`src/rtl/shifter_pkg.sv`:
```
package shifter_pkg;

    localparam int KIND_W = 3;

    typedef enum logic [KIND_W-1:0] {
        SK_LSL = 3'd0,
        SK_LSR = 3'd1,
        SK_ASR = 3'd2,
        SK_ROR = 3'd3,
        SK_RRX = 3'd4,
        SK_ASL = 3'd5
    } shift_kind_e;

endpackage

```
`src/rtl/shift_amt_sel.sv`:
```
module shift_amt_sel #(
    parameter int WIDTH = 32,
    parameter int IMM_W = 5,
    parameter int AMT_W = 8
) (
    input  logic             from_reg,
    input  logic [IMM_W-1:0] imm_amt,
    input  logic [WIDTH-1:0] reg_val,
    output logic [AMT_W-1:0] amt,
    output logic             amt_zero,
    output logic             amt_at_width,
    output logic             amt_past_width
);
    logic unused_reg_hi;

    assign unused_reg_hi  = ^reg_val[WIDTH-1:AMT_W];
    assign amt            = from_reg ? reg_val[AMT_W-1:0] : AMT_W'(imm_amt);
    assign amt_zero       = (amt == '0);
    assign amt_at_width   = (amt == AMT_W'(WIDTH));
    assign amt_past_width = (amt >  AMT_W'(WIDTH));
endmodule

```
`src/rtl/ror_stages.sv`:
```
module ror_stages #(
    parameter int WIDTH = 32,
    localparam int SHW  = $clog2(WIDTH)
) (
    input  logic [WIDTH-1:0] din,
    input  logic [SHW-1:0]   rot,
    output logic [WIDTH-1:0] dout
);
    logic [WIDTH-1:0] lvl [SHW+1];

    assign lvl[0] = din;

    for (genvar s = 0; s < SHW; s++) begin : g_stage
        localparam int STEP = 1 << s;
        assign lvl[s+1] = rot[s] ? {lvl[s][STEP-1:0], lvl[s][WIDTH-1:STEP]}
                                 : lvl[s];
    end

    assign dout = lvl[SHW];
endmodule

```
`src/rtl/edge_mask.sv`:
```
module edge_mask #(
    parameter int WIDTH = 32,
    parameter int AMT_W = 8
) (
    input  logic [AMT_W-1:0] amt,
    output logic [WIDTH-1:0] keep_low,
    output logic [WIDTH-1:0] keep_high
);
    for (genvar i = 0; i < WIDTH; i++) begin : g_bit
        assign keep_low[i]  = (int'(amt) + i) < WIDTH;
        assign keep_high[i] = int'(amt) <= i;
    end
endmodule

```
`src/rtl/operand_shifter.sv`:
```
module operand_shifter
    import shifter_pkg::*;
#(
    parameter int WIDTH = 32,
    parameter int IMM_W = 5,
    parameter int AMT_W = 8
) (
    input  logic [WIDTH-1:0]  opnd_i,
    input  logic [KIND_W-1:0] kind_i,
    input  logic              amt_from_reg_i,
    input  logic [IMM_W-1:0]  imm_amt_i,
    input  logic [WIDTH-1:0]  reg_amt_i,
    input  logic              carry_i,
    output logic [WIDTH-1:0]  res_o,
    output logic              carry_o
);
    localparam int SHW = $clog2(WIDTH);

    logic [AMT_W-1:0] amt;
    logic             amt_zero, amt_at_w, amt_past_w;
    logic [SHW-1:0]   amt_lo, rot_left, idx_right, rot_amt;
    logic             go_left;
    logic [WIDTH-1:0] rotated, keep_low, keep_high;
    logic             sign;

    shift_amt_sel #(.WIDTH(WIDTH), .IMM_W(IMM_W), .AMT_W(AMT_W)) u_amt (
        .from_reg       (amt_from_reg_i),
        .imm_amt        (imm_amt_i),
        .reg_val        (reg_amt_i),
        .amt            (amt),
        .amt_zero       (amt_zero),
        .amt_at_width   (amt_at_w),
        .amt_past_width (amt_past_w)
    );

    assign amt_lo    = amt[SHW-1:0];
    assign rot_left  = SHW'(0) - amt_lo;
    assign idx_right = amt_lo - SHW'(1);
    assign sign      = opnd_i[WIDTH-1];

    always_comb begin
        unique case (kind_i)
            SK_LSR, SK_ASR, SK_ROR, SK_RRX: go_left = 1'b0;
            default:                        go_left = 1'b1;
        endcase
    end

    assign rot_amt = go_left ? rot_left : amt_lo;

    ror_stages #(.WIDTH(WIDTH)) u_rot (
        .din  (opnd_i),
        .rot  (rot_amt),
        .dout (rotated)
    );

    edge_mask #(.WIDTH(WIDTH), .AMT_W(AMT_W)) u_mask (
        .amt       (amt),
        .keep_low  (keep_low),
        .keep_high (keep_high)
    );

    always_comb begin
        res_o   = opnd_i;
        carry_o = carry_i;
        unique case (kind_i)
            SK_RRX: begin
                res_o   = {carry_i, opnd_i[WIDTH-1:1]};
                carry_o = opnd_i[0];
            end
            SK_LSR: if (!amt_zero) begin
                res_o   = rotated & keep_low;
                carry_o = amt_past_w ? 1'b0 :
                          amt_at_w   ? opnd_i[WIDTH-1] : opnd_i[idx_right];
            end
            SK_ASR: if (!amt_zero) begin
                res_o   = (rotated & keep_low) | ({WIDTH{sign}} & ~keep_low);
                carry_o = (amt_past_w || amt_at_w) ? sign : opnd_i[idx_right];
            end
            SK_ROR: if (!amt_zero) begin
                res_o   = rotated;
                carry_o = rotated[WIDTH-1];
            end
            default: if (!amt_zero) begin
                res_o   = rotated & keep_high;
                carry_o = amt_past_w ? 1'b0 :
                          amt_at_w   ? opnd_i[0] : opnd_i[rot_left];
            end
        endcase
    end
endmodule

```
`config.mk`:
```
export PLATFORM = sky130hd
export DESIGN_NAME = operand_shifter
export DESIGN_NICKNAME = d
export VERILOG_FILES = /design/src/rtl/shifter_pkg.sv /design/src/rtl/shift_amt_sel.sv /design/src/rtl/ror_stages.sv /design/src/rtl/edge_mask.sv /design/src/rtl/operand_shifter.sv
export SDC_FILE = /design/constraint.sdc
export NUM_CORES = 1
export LEC_CHECK = 0
export CORE_ASPECT_RATIO = 1.75
export CORE_MARGIN = 3
export CORE_UTILIZATION = 38
export DETAILED_ROUTE_END_ITERATION = 12
export PLACE_DENSITY = 0.61
export SYNTH_ARGS = -nofsm -noshare
export SYNTH_HDL_FRONTEND = slang
export SYNTH_HIERARCHICAL = 1
export SYNTH_SLANG_ARGS = --single-unit
```
`constraint.sdc`:
```
create_clock -name vclk -period 11
set_input_delay 2.2 -clock vclk [all_inputs]
set_output_delay 2.2 -clock vclk [all_outputs]
set_load 0.005 [all_outputs]
```
; Yosys cells after proc, flatten, opt, wreduce, memory -nomap -nowiden
; Cells that the tools add are included.
[word_totals]
reg_bits = 0
output_inout_bits = 33
wordCells = 139
[classes]
n_addsub = 33
order_cmp = 67
n_eq_ne = 5
mux = 26
bitwise = 5
reduce_logical = 3
[ops]
columns = op, n
row1 = $lt A32 B7 Y1 const B, 31
row2 = $mux W32, 9
row3 = $add A8 B5 Y9 const B, 16
row4 = $le A8 B5 Y1 const B, 16
row5 = $pmux W32 S4, 1
row6 = $and A32 B32 Y32, 3
row7 = $add A8 B4 Y9 const B, 8
row8 = $le A8 B4 Y1 const B, 8
row9 = $add A8 B3 Y9 const B, 4
row10 = $le A8 B3 Y1 const B, 4
row11 = $not A32 Y32, 1
row12 = $or A32 B32 Y32, 1
row13 = $add A8 B2 Y9 const B, 2
row14 = $le A8 B1 Y1 const B, 2
row15 = $le A8 B2 Y1 const B, 2
row16 = $lt A5 B6 Y1 const B, 2
row17 = $mux W1, 11
row18 = $bmux W1 S5, 2
row19 = $add A8 B1 Y9 const B, 1
row20 = $eq A8 B6 Y1 const B, 1
row21 = $gt A8 B6 Y1 const B, 1
row22 = $logic_not A8 Y1, 1
row23 = $lt A8 B6 Y1 const B, 1
row24 = $mux W8, 1
row25 = other kinds (9), 10

; Longest topological paths before layout
; Gate-level depths: netlist (run 1).
[logic_depth]
depth_word = 12
mapped_depth = 19
depth_no_buf = 14

; Modules after synthesis
; The synthesis (run 1) kept the hierarchy.
[modules_own_cells]
columns = mod, instances, cells_each, area_each_um2
row1 = operand_shifter, 1, 405, 2451.1
row2 = ror_stages, 1, 116, 1949.4
row3 = edge_mask, 1, 346, 1916.8
row4 = shift_amt_sel, 1, 19, 161.4

; Least setup slack after synthesis (run 1)
; Ideal clock, no wire load.
[synth_path]
path_type = input-to-output
startpoint = input amt_from_reg_i
endpoint = output res_o[25]
arrival_ns = 6.483
required_time_ns = 8.800
setup_slack_ns = 2.317
path_stages = 19
n_path_buf = 6
cell_sequence = buf_2 > mux2_2 > clkbuf_1 > inv_1 > ha_1 > buf_2 > buf_1 > nand2_1 > o21ai_0 > buf_6 > buf_6 > mux4_2 > mux4_2 > mux2_2 > nor2b_1 > o21ai_0 > a21oi_1 > a2111oi_0 > a21oi_1
[synth_lines]
columns = element, line_no
row1 = from (decl), operand_shifter.sv:10  ; input logic amt_from_reg_i,
row2 = $mux W8 *, shift_amt_sel.sv:17  ; assign amt = from_reg ? reg_val[AMT_W-1:0] : AMT_W'(imm_amt);
row3 = named net amt[0], operand_shifter.sv:19  ; logic [AMT_W-1:0] amt;
row4 = $sub A1 B5 Y5 *, operand_shifter.sv:37  ; assign rot_left = SHW'(0) - amt_lo;
row5 = $mux W5 *, operand_shifter.sv:48  ; assign rot_amt = go_left ? rot_left : amt_lo;
row6 = named net rot_amt[1], operand_shifter.sv:21  ; logic [SHW-1:0] amt_lo, rot_left, idx_right, rot_amt;
row7 = $mux W32 * (4 in a row), ror_stages.sv:15  ; assign lvl[s+1] = rot[s] ? {lvl[s][STEP-1:0], lvl[s][WIDTH-1:STEP]}
row8 = named net rotated[25], operand_shifter.sv:23  ; logic [WIDTH-1:0] rotated, keep_low, keep_high;
row9 = $and A32 B32 Y32, "operand_shifter.sv:71, operand_shifter.sv:76"
row10 = $or A32 B32 Y32, operand_shifter.sv:76  ; res_o = (rotated & keep_low) | ({WIDTH{sign}} & ~keep_low);
row11 = $mux W32, operand_shifter.sv:75  ; SK_ASR: if (!amt_zero) begin
row12 = $pmux W32 S4 *, operand_shifter.sv:65  ; unique case (kind_i)
row13 = to (decl), operand_shifter.sv:14  ; output logic [WIDTH-1:0] res_o,
; The timed path passes the listed nets; every way through them passes the cells marked *.

; Worst setup path after layout (run 1)
[layout_path]
startpoint = input amt_from_reg_i
endpoint = output res_o[19]
; The elaborated chain is that of the path after synthesis.

==> flow_metrics.py, run 1 <==
metrics = {
    "run_status": {
        "status": "finished, final reports clean",
    },
    "pwr": {
        "p_sw_frac": 0.525,
        "vdd_drop_max_mv": 0.0411,
        "combinationalPowerShare": 1.000,
        "power_density_mw_per_mm2": 97.8,
        "switchingPower_uw": 375,
        "clockPowerShare": 0,
        "p_leak_uw": 0.00245,
        "seqPwrFrac": 0,
        "power.internal_uw": 339,
    },
    "layout": {
        "fin_area_sq_mm": 0.00730,
        "utilization": 0.440,
        "final_common_cell": "a21oi_1",
        "seq_area_sq_um": 0,
        "diodes": 0,
        "nets": 971,
        "final_layout_size_suffix_gt1_frac": 0.177,
        "fillCellCount": 1780,
        "area_growth_pct": 12.7,
        "final_cell_mix": "106 x a21oi_1, 98 x nor2_1, 92 x nand2_1, 83 x clkdlybuf4s50_1, 79 x o21ai_0",
        "num-clock-buffers": 0,
        "seq_cells": 0,
    },
    "global_route": {
        "grt.total_usage": 0.295,
        "grt_max_degree": 73,
        "antenna_found_initial": 0,
        "grt_pass1_wl_mm": 43.6,
        "grt_pass1_vias": 7240,
        "grt_overflow": 0,
    },
    "synth": {
        "yosysUniqueCellTypes": 70,
        "synth_area_per_cell_sq_um": 7.31,
        "ys_seq_area_frac": 0,
        "synth_area_sq_mm": 0.00648,
        "yosys_warnings": 6,
        "synthCells": 886,
        "synth_nets": 967,
        "synth_top_area_share": 0.243,
        "synth_top_cell_by_area": "mux4_2",
        "synth_area_leaders": "mux4_2 24%, a21oi_1 8.2%, mux2_2 7.5%",
    },
    "timing": {
        "setup_viol": 0,
        "final-hold-violation-count": 0,
        "timing.fmax_mhz": 102,
        "worst_pin_slew_ns": 0.997,
        "period_share": 0.894,
        "layout_min_cycle_time_ns": 9.83,
        "maxSlewHeadroom": 0.333,
        "holdWs_ns": 5.40,
        "fin_tns_setup_ns": 0,
        "rsz0062_at_grt": "false",
        "slew_viol_final": 0,
    },
    "worst_hold_path": {
        "hold_start": "carry_i",
        "hp-class": "primary input to output pin",
        "hold_path_depth": 4,
    },
    "drt": {
        "wl_per_cell_um": 25.7,
        "finalWirelength_mm": 28.6,
        "drc": 0,
        "firstDrtPassIters": 5,
        "m1WireLength_mm": 9.89,
        "highest_layer": "met4",
        "route.vias.total": 7701,
        "vias_per_cell": 6.93,
        "first_iter_violations": 816,
        "wl_met2_mm": 14.0,
        "met3_length_mm": 2.46,
        "ant_nets": 0,
    },
    "placed_design": {
        "placed_cell_area_sq_mm": 0.00730,
        "gp_congestion": 0.964,
        "numPortBuffers": 83,
        "dp_hpwl_mm": 21.8,
    },
    "worst_setup_path": {
        "startpoint_type": "primary input",
        "critPathMaxFanout": 24,
        "crit_required_ns": 8.80,
        "worstSetupEndpointType": "output pin",
        "crit_start": "amt_from_reg_i",
        "cp.arrival_ns": 7.63,
        "criticalPathCategory": "primary input to output pin",
    },
    "die": {
        "io_pins": 107,
        "core_area_sq_mm": 0.0166,
        "rows": 62,
        "initial_core_util": 0.390,
        "die_height_um": 179,
        "die_w_um": 105,
        "dieArea_sq_mm": 0.0187,
    },
    "clocking": {
        "postCtsSetupBuffers": 0,
        "holdBufCountCts": 0,
        "post_cts_resize_count": 0,
    },
    "job": {
        "max_cap_viol_count": 0,
    },
}
[power groups by stage]
stage | clock network [uW] | registers, uW | logic, uW
floorplan | 0 | 0 | 482
global placement | 0 | 0 | 692
detailed placement | 0 | 0 | 692
CTS | 0 | 0 | 699
global route | 0 | 0 | 755
finish | 0 | 0 | 714
[cell families after synthesis]
logic type,share of synthesized area
xor+xnor,0.0174
simple gates,0.237
buf+inv,0.0844
mux,0.367
compound gates,0.280
fa+ha+maj,0.0135
[layout make-up]
cell class                      instances  area [sq um]  area share
Tap cell                              224           280      0.0384
Multi-Input combinational cell        770          5990       0.820
Inverter                               15          56.3     0.00771
Timing Repair Buffer                  103           981       0.134
[path summary, 6_finish.rpt]
| path | end | slack, ns |
|---|---|---|
| worst min-delay path | res_o[31] | 5.40 |
| worst max-delay path | res_o[19] | 1.17 |
[critical path: stages]
cell and delay, ns:
clkdlybuf4s50_1 0.71, mux2_2 0.43, inv_1 0.16, ha_1 0.16
buf_4 0.25, nand2_1 0.13, o21ai_4 0.38, buf_4 0.37
mux4_2 0.60, mux4_2 0.56, mux2_2 0.30, nor2b_1 0.15
o21ai_0 0.11, a21oi_1 0.08, a2111oi_0 0.44, a31oi_1 0.12
clkdlybuf4s50_1 0.48
[per-stage QoR]
stage / setup WS, ns / total power, uW / std cells
after floorplan: 2.32 / 482 / 886
after global placement: 1.27 / 692 / 1112
after detailed placement: 1.23 / 692 / 1112
after CTS: 1.21 / 699 / 1112
after global routing: 0.845 / 755 / 1112
final: 1.17 / 714 / 1112
[Yosys cell counts (6+ instances only)]
cell type / instances
a21o_1: 8
or2_2: 7
nand3_1: 12
and3_1: 6
ha_1: 7
nand2b_1: 6
mux2_2: 43
mux2i_1: 8
a21oi_1: 106
o21ai_0: 80
nor2_1: 98
and2_1: 12
mux4_1: 9
inv_1: 12
nand2_1: 92
a31oi_1: 39
nor4_1: 7
a2111oi_0: 17
buf_1: 9
mux4_2: 70
a211oi_1: 6
buf_2: 32
nor3_1: 15
xnor2_1: 9
clkbuf_1: 52
nor2b_1: 37
o22ai_1: 6
[routing by layer]
layer | track usage | vias to the layer above
li1 | - | 3395
met1 | 0.353 | 3656
met2 | 0.515 | 534
met3 | 0.0202 | 116
met4 | 0.183 | 0
met5 | 0 | -
No activity file was read; power rests on OpenSTA's default activity.
==> run 2: changes to the inputs <==
Settings changed: GPL_TIMING_DRIVEN from default to 0, REMOVE_ABC_BUFFERS from default to 1.
==> run 2 against run 1 <==
Compared with the run above: hold slack worse by 0.011 ns; die area did not move; combinational power grew 1%; global-route usage hardly changed; highest routed layer unchanged.
==> flow_metrics.py, run 2 (same netlist as run 1, synthesis figures left out) <==
metrics = {
    "run_status": {
        "status": "finished, final reports clean",
    },
    "drt": {
        "met3_length_mm": 2.49,
        "firstDrtPassIters": 6,
        "wl_per_cell_um": 25.9,
        "route.vias.total": 7749,
        "first_iter_violations": 880,
        "m1WireLength_mm": 10.2,
        "highest_layer": "met4",
        "finalWirelength_mm": 28.6,
        "ant_nets": 0,
        "drc": 0,
        "wl_met2_mm": 14.1,
        "vias_per_cell": 7.03,
    },
    "timing": {
        "timing.fmax_mhz": 95.9,
        "holdWs_ns": 5.39,
        "rsz0062_at_grt": "false",
        "maxSlewHeadroom": 0.107,
        "final-hold-violation-count": 0,
        "layout_setup_ws_ns": 0.578,
        "period_share": 0.947,
        "worst_pin_slew_ns": 1.34,
        "slew_viol_final": 0,
        "setup_viol": 0,
        "layout_min_cycle_time_ns": 10.42,
    },
    "global_route": {
        "antenna_found_initial": 0,
        "grt_max_degree": 70,
        "grt_overflow": 0,
        "grt_pass1_wl_mm": 43.6,
        "grt_pass1_vias": 7114,
        "grt.total_usage": 0.295,
    },
    "layout": {
        "seq_cells": 0,
        "utilization": 0.442,
        "seq_area_sq_um": 0,
        "num-clock-buffers": 0,
        "nets": 961,
        "area_growth_pct": 13.2,
        "final_layout_size_suffix_gt1_frac": 0.169,
        "diodes": 0,
        "final_cell_mix": "106 x a21oi_1, 97 x nor2_1, 92 x nand2_1, 83 x clkdlybuf4s50_1, 79 x o21ai_0",
        "final_common_cell": "a21oi_1",
    },
    "die": {
        "initial_core_util": 0.390,
        "dieArea_sq_mm": 0.0187,
        "core_area_sq_mm": 0.0166,
        "die_height_um": 179,
        "die_w_um": 105,
        "rows": 62,
        "io_pins": 107,
    },
    "worst_setup_path": {
        "worstSetupEndpointType": "output pin",
        "cp.arrival_ns": 8.22,
        "crit_required_ns": 8.80,
        "cp_cell_sequence": "clkdlybuf4s50_1 > mux2_2 > inv_1 > ha_1 > nand2_1 > o21ai_4 > buf_12 > mux4_2 > mux4_2 > mux2_2 > nor2b_1 > o21ai_0 > a21oi_1 > a2111oi_0 > a31oi_1 > clkdlybuf4s50_1",
        "critPathMaxFanout": 33,
        "critPathBufInv": 4,
        "cpMaxStageDelayCell": "ha_1",
        "cp_slowest_stage_delay_ns": 0.81,
        "path_delay_family": "multiplexers",
        "criticalPathCategory": "primary input to output pin",
        "startpoint_type": "primary input",
    },
    "placed_design": {
        "numPortBuffers": 83,
        "place_worst_setup_slack_ns": 0.423,
        "gp_congestion": 1.03,
        "dp_hpwl_mm": 21.2,
    },
    "pwr": {
        "vdd_drop_max_mv": 0.0332,
        "p_leak_uw": 0.00243,
        "power_density_mw_per_mm2": 98.3,
    },
    "worst_hold_path": {
        "hp-class": "primary input to output pin",
    },
    "clocking": {
        "holdBufCountCts": 0,
        "postCtsSetupBuffers": 0,
    },
    "job": {
        "max_cap_viol_count": 0,
    },
}
[run 2: worst min-delay path: cells and delay by family]
kind	cells	cell delay, ns
AND/OR/NAND/NOR	1	0.06
buffers and inverters	2	0.87
AO/OA/AOI/OAI	1	0.07
[run 2: area by class of cell]
| class | count | area [sq um] |
|---|---|---|
| Fill cell | 1742 | 9270 |
| Multi-Input combinational cell | 770 | 6020 |
| Timing Repair Buffer | 93 | 978 |
| Tap cell | 224 | 280 |
| Inverter | 15 | 56.3 |
[run 2: routing by layer]
layer / vias up / GRT usage
met4: 0 / 0.142
met3: 109 / 0.0288
li1: 3379 / -
met2: 548 / 0.523
met1: 3713 / 0.358
met5: - / 0
[run 2: repair_timing]
action / 4_1_cts / 5_1_grt
endpoints found under the setup margin: 0 / 8
hold endpoints to repair: 0 / 0
resized for setup: 0 / 1
[run 2: worst paths after layout]
| kind | start | endpoint | slack (ns) | depth (start not counted) |
|---|---|---|---|---|
| worst max-delay path | amt_from_reg_i | res_o[21] | 0.58 | 16 |
| worst min-delay path | carry_i | res_o[31] | 5.39 | 4 |
[run 2: report_power, final]
group,switching (uW),leakage (uW),internal [uW]
registers,0,0,0
clock network,0,0,0
logic,376,0.00243,345
[run 2: metrics by stage]
step / power (uW) / instances / setup TNS (ns) / area, sq um
floorplan: 463 / 785 / -2.04 / 5990
global placement: 691 / 1092 / -95.60 / 7100
detailed placement: 696 / 1102 / 0 / 7320
CTS: 701 / 1102 / 0 / 7320
global route: 761 / 1102 / 0 / 7330
finish: 721 / 1102 / 0 / 7330
